**src/rtl/ilk_pkg.sv**
```systemverilog
package ilk_pkg;
  typedef enum logic [2:0] {
    U_INT  = 3'd0,
    U_MEM  = 3'd1,
    U_FADD = 3'd2,
    U_FMUL = 3'd3,
    U_FDIV = 3'd4
  } unit_e;

  localparam int unsigned LAT_INT  = 0;
  localparam int unsigned LAT_MEM  = 1;
  localparam int unsigned LAT_FADD = 3;
  localparam int unsigned LAT_FMUL = 6;
  localparam int unsigned LAT_FDIV = 24;
  // cycles from decode to write-back beyond the unit's own latency
  localparam int unsigned PIPE_GAP = 3;
  localparam int unsigned DIV_II   = 25;
  localparam int unsigned SLOT_W   = LAT_FDIV + PIPE_GAP + 1;

  function automatic int unsigned wb_off(logic [2:0] u);
    case (u)
      U_MEM:   return LAT_MEM  + PIPE_GAP;
      U_FADD:  return LAT_FADD + PIPE_GAP;
      U_FMUL:  return LAT_FMUL + PIPE_GAP;
      U_FDIV:  return LAT_FDIV + PIPE_GAP;
      default: return LAT_INT  + PIPE_GAP;
    endcase
  endfunction
endpackage

```
**src/rtl/wb_slot_tracker.sv**
```systemverilog
module wb_slot_tracker #(
  parameter int W  = 28,
  parameter int OW = $clog2(W)
) (
  input  logic          clk,
  input  logic          rst_n,
  input  logic          claim,
  input  logic [OW-1:0] off,
  output logic          busy,
  output logic [W-1:0]  slots
);
  logic [W-1:0] slots_q, slots_d;

  // bit k of slots_q: the port is booked k cycles from now
  always_comb begin
    slots_d = slots_q >> 1;
    if (claim) slots_d[off - OW'(1)] = 1'b1;
  end

  always_ff @(posedge clk or negedge rst_n) begin
    if (!rst_n) slots_q <= '0;
    else        slots_q <= slots_d;
  end

  assign busy  = slots_q[off];
  assign slots = slots_q;
endmodule

```
**src/rtl/pend_scoreboard.sv**
```systemverilog
module pend_scoreboard #(
  parameter int NREG = 32,
  parameter int RW   = $clog2(NREG)
) (
  input  logic            clk,
  input  logic            rst_n,
  input  logic            clr_en,
  input  logic [RW-1:0]   clr_idx,
  input  logic            set_en,
  input  logic [RW-1:0]   set_idx,
  input  logic [RW-1:0]   q1_idx,
  input  logic [RW-1:0]   q2_idx,
  input  logic [RW-1:0]   q3_idx,
  output logic            hit1,
  output logic            hit2,
  output logic            hit3,
  output logic [NREG-1:0] flags
);
  logic [NREG-1:0] flags_q, flags_d, eff, clr_mask, set_mask;
  logic            en;

  always_comb begin
    clr_mask = clr_en ? (NREG'(1) << clr_idx) : '0;
    set_mask = set_en ? (NREG'(1) << set_idx) : '0;
    eff      = flags_q & ~clr_mask;   // write-back clear visible this cycle
    flags_d  = eff | set_mask;
    en       = clr_en | set_en;
  end

  always_ff @(posedge clk or negedge rst_n) begin
    if (!rst_n)  flags_q <= '0;
    else if (en) flags_q <= flags_d;
  end

  assign hit1  = eff[q1_idx];
  assign hit2  = eff[q2_idx];
  assign hit3  = eff[q3_idx];
  assign flags = flags_q;
endmodule

```
**src/rtl/div_busy_ctr.sv**
```systemverilog
module div_busy_ctr #(
  parameter int II = 25,
  parameter int CW = $clog2(II)
) (
  input  logic clk,
  input  logic rst_n,
  input  logic start,
  output logic busy
);
  logic [CW-1:0] cnt_q, cnt_d;
  logic          en;

  always_comb begin
    busy  = (cnt_q != '0);
    en    = start | busy;
    cnt_d = start ? CW'(II - 1) : cnt_q - CW'(1);
  end

  always_ff @(posedge clk or negedge rst_n) begin
    if (!rst_n)  cnt_q <= '0;
    else if (en) cnt_q <= cnt_d;
  end
endmodule

```
**src/rtl/issue_interlock.sv**
```systemverilog
module issue_interlock
  import ilk_pkg::*;
#(
  parameter  int NREG = 32,
  localparam int RW   = $clog2(NREG)
) (
  input  logic          clk,
  input  logic          rst_n,
  input  logic          id_valid,
  input  logic [2:0]    id_unit,
  input  logic          id_src1_en,
  input  logic          id_src1_fp,
  input  logic [RW-1:0] id_src1,
  input  logic          id_src2_en,
  input  logic          id_src2_fp,
  input  logic [RW-1:0] id_src2,
  input  logic          id_dst_en,
  input  logic          id_dst_fp,
  input  logic [RW-1:0] id_dst,
  input  logic          wb_valid,
  input  logic          wb_fp,
  input  logic [RW-1:0] wb_dst,
  output logic          stall
);
  localparam int OW = $clog2(SLOT_W);

  // asynchronous assert, synchronous release
  logic [1:0] rs_q;
  logic       rst_int_n;
  always_ff @(posedge clk or negedge rst_n) begin
    if (!rst_n) rs_q <= 2'b00;
    else        rs_q <= {rs_q[0], 1'b1};
  end
  assign rst_int_n = rs_q[1];

  logic [OW-1:0]     off_c;
  logic              issue, is_div, slot_busy, div_busy;
  logic [1:0]        h1, h2, h3;
  logic [NREG-1:0]   flags [2];
  logic [NREG-1:0]   int_flags, fp_flags;
  logic [SLOT_W-1:0] slot_vec;
  logic              src1_hit, src2_hit, dst_hit;

  assign off_c  = OW'(wb_off(id_unit));
  assign is_div = (id_unit == U_FDIV);

  for (genvar f = 0; f < 2; f++) begin : g_file
    pend_scoreboard #(.NREG(NREG), .RW(RW)) u_sb (
      .clk     (clk),
      .rst_n   (rst_int_n),
      .clr_en  (wb_valid && (wb_fp == (f != 0))),
      .clr_idx (wb_dst),
      .set_en  (issue && id_dst_en && (id_dst_fp == (f != 0))),
      .set_idx (id_dst),
      .q1_idx  (id_src1),
      .q2_idx  (id_src2),
      .q3_idx  (id_dst),
      .hit1    (h1[f]),
      .hit2    (h2[f]),
      .hit3    (h3[f]),
      .flags   (flags[f])
    );
  end

  assign int_flags = flags[0];
  assign fp_flags  = flags[1];

  wb_slot_tracker #(.W(SLOT_W), .OW(OW)) u_slots (
    .clk   (clk),
    .rst_n (rst_int_n),
    .claim (issue && id_dst_en),
    .off   (off_c),
    .busy  (slot_busy),
    .slots (slot_vec)
  );

  div_busy_ctr #(.II(DIV_II)) u_div (
    .clk   (clk),
    .rst_n (rst_int_n),
    .start (issue && is_div),
    .busy  (div_busy)
  );

  always_comb begin
    src1_hit = id_src1_en && (id_src1_fp ? h1[1] : h1[0]);
    src2_hit = id_src2_en && (id_src2_fp ? h2[1] : h2[0]);
    dst_hit  = id_dst_en  && (id_dst_fp  ? h3[1] : h3[0]);
    stall    = id_valid && (src1_hit || src2_hit || dst_hit ||
                            (id_dst_en && slot_busy) || (is_div && div_busy));
    issue    = id_valid && !stall;
  end
endmodule

```
**config.mk**
```make
export PLATFORM = sky130hd
export DESIGN_NAME = issue_interlock
export DESIGN_NICKNAME = d
export VERILOG_FILES = /design/src/rtl/ilk_pkg.sv /design/src/rtl/wb_slot_tracker.sv /design/src/rtl/pend_scoreboard.sv /design/src/rtl/div_busy_ctr.sv /design/src/rtl/issue_interlock.sv
export SDC_FILE = /design/constraint.sdc
export NUM_CORES = 1
export LEC_CHECK = 0
export BUFFER_PORTS_ARGS = -buffer_cell sky130_fd_sc_hd__buf_4
export CORE_UTILIZATION = 60
export CTS_CLUSTER_DIAMETER = 200
export CTS_CLUSTER_SIZE = 16
export DETAILED_ROUTE_END_ITERATION = 8
export GPL_TIMING_DRIVEN = 0
export HOLD_SLACK_MARGIN = 0.02
export PLACE_DENSITY = 0.9
export SLEW_MARGIN = 20
export SYNTH_ARGS = -nofsm -noshare
export SYNTH_HDL_FRONTEND = slang
export SYNTH_SLANG_ARGS = --single-unit
export TNS_END_PERCENT = 30
```
**constraint.sdc**
```tcl
create_clock -name clk -period 8.5 [get_ports clk]
set_clock_uncertainty 0.2 [all_clocks]
set_input_delay 0.85 -clock clk [delete_from_list [all_inputs] [get_ports clk]]
set_output_delay 0.85 -clock clk [all_outputs]
set_load 0.05 [all_outputs]
```
==> run summary <==
status: completed
Avg Cell Area, Syn: 9.14 sq um
adder-cell share of the synthesized area: 0.00164
Multi-input gate area: 4690 sq um
fin crit share: 0.622
Vias per Instance: 7.53
Critical Path RT: 7450 ps
CTS H-tree depth: 3
Leak: 3.21 nW
Layout area overhead: 9.56%
Crit. End Element: primary output
Power Dens Cells: 162 nW/um^2
max-slew violation count: 0
largest net degree at the start of global routing: 50
DRT Wirelength: 30.1 mm
CP Launch Type: primary input
crit-path max cell delay: 670 ps
drc violations: 0
maxcap violations: 0
average wire per standard cell: 28.9 microns
critical-path cell list: buf_4, clkbuf_1, or3b_1, clkbuf_1, o311ai_0, a21oi_1, o41ai_2, and2_0, clkbuf_1, a21boi_0, buf_4
ratio of cells with drive above 1 in the final layout: 0.138
Worst-path clk slew: 70 ps
worst reg2reg path depth: 10
Final Non-Filler Cells: 1,042
largest family of logic cells by synthesized area: compound AO/OA/AOI/OAI gates
Syn Std Cell Area: 7610 sq um
total stage count of the critical path: 11
critical path arrival: 4230 ps
Synth warnings: 0
Fin. Hold Viols: 0
cts repair resizes: 0
CTS sink count: 98
die width: 115 microns
drt first-iter violations: 1,242
final-layout fill cell count: 994
Buf+Inv Stages, Crit Path: 5
Post-CTS Hold Fix Bufs: 0
clk_lat worst skew: 360 ps
Post-CTS Setup Repair Bufs: 0
IO Port Bufs: 24
Die Span Y: 115 microns
Initial DRT Pass Iterations: 6
CTS tree: yes
Initial Util: 0.623
Worst R2R Start: g_file[1].u_sb.flags[26]$_DFFE_PN0P_
setup tns final: 0 ps
crit-path most repeated cell: clkbuf_1
synthesis-stage register bit count: 98
path type of the worst min-delay path: primary input to async pin
Worst Tran Pin Value: 931 ps
GRT overflow: 0
flop-to-flop setup slack: 4720 ps
die area: 13,100 sq um
placed wire-length estimate: 22.7 mm
XOR/XNOR Fraction of Synth Area: 0.00920
RSZ-0062 raised after global routing: false
DR vias: 7,851
Period minus WS final: 5280 ps
final setup vio count: 0
post-synthesis simple-gate area fraction: 0.169
peak supply drop: 0.000170 V
hold slack: 62.3 ps
Top Family by Delay on Critical Path: compound AO/OA/AOI/OAI gates
CP max-delay cell: o41ai_2
DRT antenna net count: 0
EDFF count, synth: 0
first-pass GRT wire length: 45.2 mm
Max FO, Critical Path: 10
number of global-route vias before repair: 7,578
CP startpoint: wb_valid
total CTS buffers: 9
CTS max path bufs: 2
Reg area: 2460 sq um
total track usage: 0.477
initial antenna violation count: 1
total core area: 12,200 sq um
Slew HR: 0.379
Final #Nets: 904
complex-gate fraction of the synthesized area: 0.231
DP Cell Count: 1,026
FP Rows: 40
Fmax: 189 MHz
Primary FF master, synth: dfrtp_1
RD Place Congestion: 1.05
post-synthesis sequential area ratio: 0.322
Synth Net Count: 868
multiplexer share of the synthesized area: 0.204
WS Path Type: primary input to primary output
asr flop ratio synth: 1.00
Root Driver: clkbuf_16
post-synthesis cell type count: 68
n_diodes: 0
Synth Instances: 833
I/O Pins: 35
Yosys cell counts, drive strengths merged (19+ instances only):
master / count / area, sq um
mux2: 22 / 248
nor2: 33 / 124
clkbuf: 66 / 248
o21ai: 66 / 330
mux4: 25 / 563
nor3: 28 / 140
dfrtp: 98 / 2450
buf: 34 / 196
o22ai: 19 / 119
nand3: 30 / 155
nand2: 61 / 229
mux2i: 74 / 741
o31ai: 79 / 593
registers in the layout, summed over array words and instances, names as in the netlist:
| name | cells |
|---|---|
| g_file.u_sb.flags | 64 |
| u_slots.slots | 27 |
| u_div.cnt_q | 5 |
| rs_q | 2 |
final timing paths:
path / to
setup / recovery: stall
setup reg to reg: g_file[0].u_sb.flags[24]$_DFFE_PN0P_
hold / removal: rs_q[0]$_DFF_PN0_
hold reg to reg: u_slots.slots[24]$_DFF_PN0_
min in group clk: rs_q[1]$_DFF_PN0_
max in group asynchronous: g_file[1].u_sb.flags[13]$_DFFE_PN0P_
cells by family (layout without fill, tap and decap cells):
kind of cell / count (synthesis) / count (layout)
buffers and inverters: 107 / 148
adder cells (fa/ha/maj): 1 / 1
other: 2 / 2
AND/OR/NAND/NOR: 245 / 245
multiplexers: 121 / 121
flip-flops: 98 / 98
AO/OA/AOI/OAI: 251 / 251
XOR/XNOR: 8 / 8
stage by stage:
stage | setup WS [ps] | total power (W) | utilization | instance area [sq um]
floorplan | 3470 | 0.000805 | - | 7610
global route | 3010 | 0.00139 | 0.683 | 8340
CTS | 3340 | 0.00133 | 0.683 | 8340
finish | 3220 | 0.00136 | 0.683 | 8340
global placement | 3360 | 0.000924 | 0.655 | 8000
detailed placement | 3370 | 0.000933 | 0.658 | 8040
cells in the final DEF, fill, tap and decap left out, types with 25 or more instances in the layout:
cell      count
nand2_1      61
nor2_1       33
nor3_1       28
buf_4        25
mux2i_1      74
dfrtp_1      97
o21ai_0      65
mux4_2       25
o31ai_1      79
clkbuf_1     66
nand3_1      29
routing by layer:
layer  up-vias  GRT usage  part of all wire
li1       3282          -                 -
met1      3666      0.597              0.36
met2       725      0.719              0.43
met3       178      0.134              0.14
met4         0      0.325             0.077
met5         -          0                 0
area by class of cell:
type                       count  area share
buffer                       100      0.0532
clock buffer                   9      0.0270
clock inverter                 7     0.00975
inverter                       7     0.00315
multi-input combinational    628       0.562
sequential                    98       0.294
tap                          168      0.0252
timing repair buffer          25      0.0249
where the power goes:
part	internal, W	total (W)	switching, W
Combinational	0.000143	0.000350	0.000207
Sequential	0.000514	0.000597	0.0000834
Clock	0.000210	0.000408	0.000199
No activity file was read; power rests on OpenSTA's default activity.
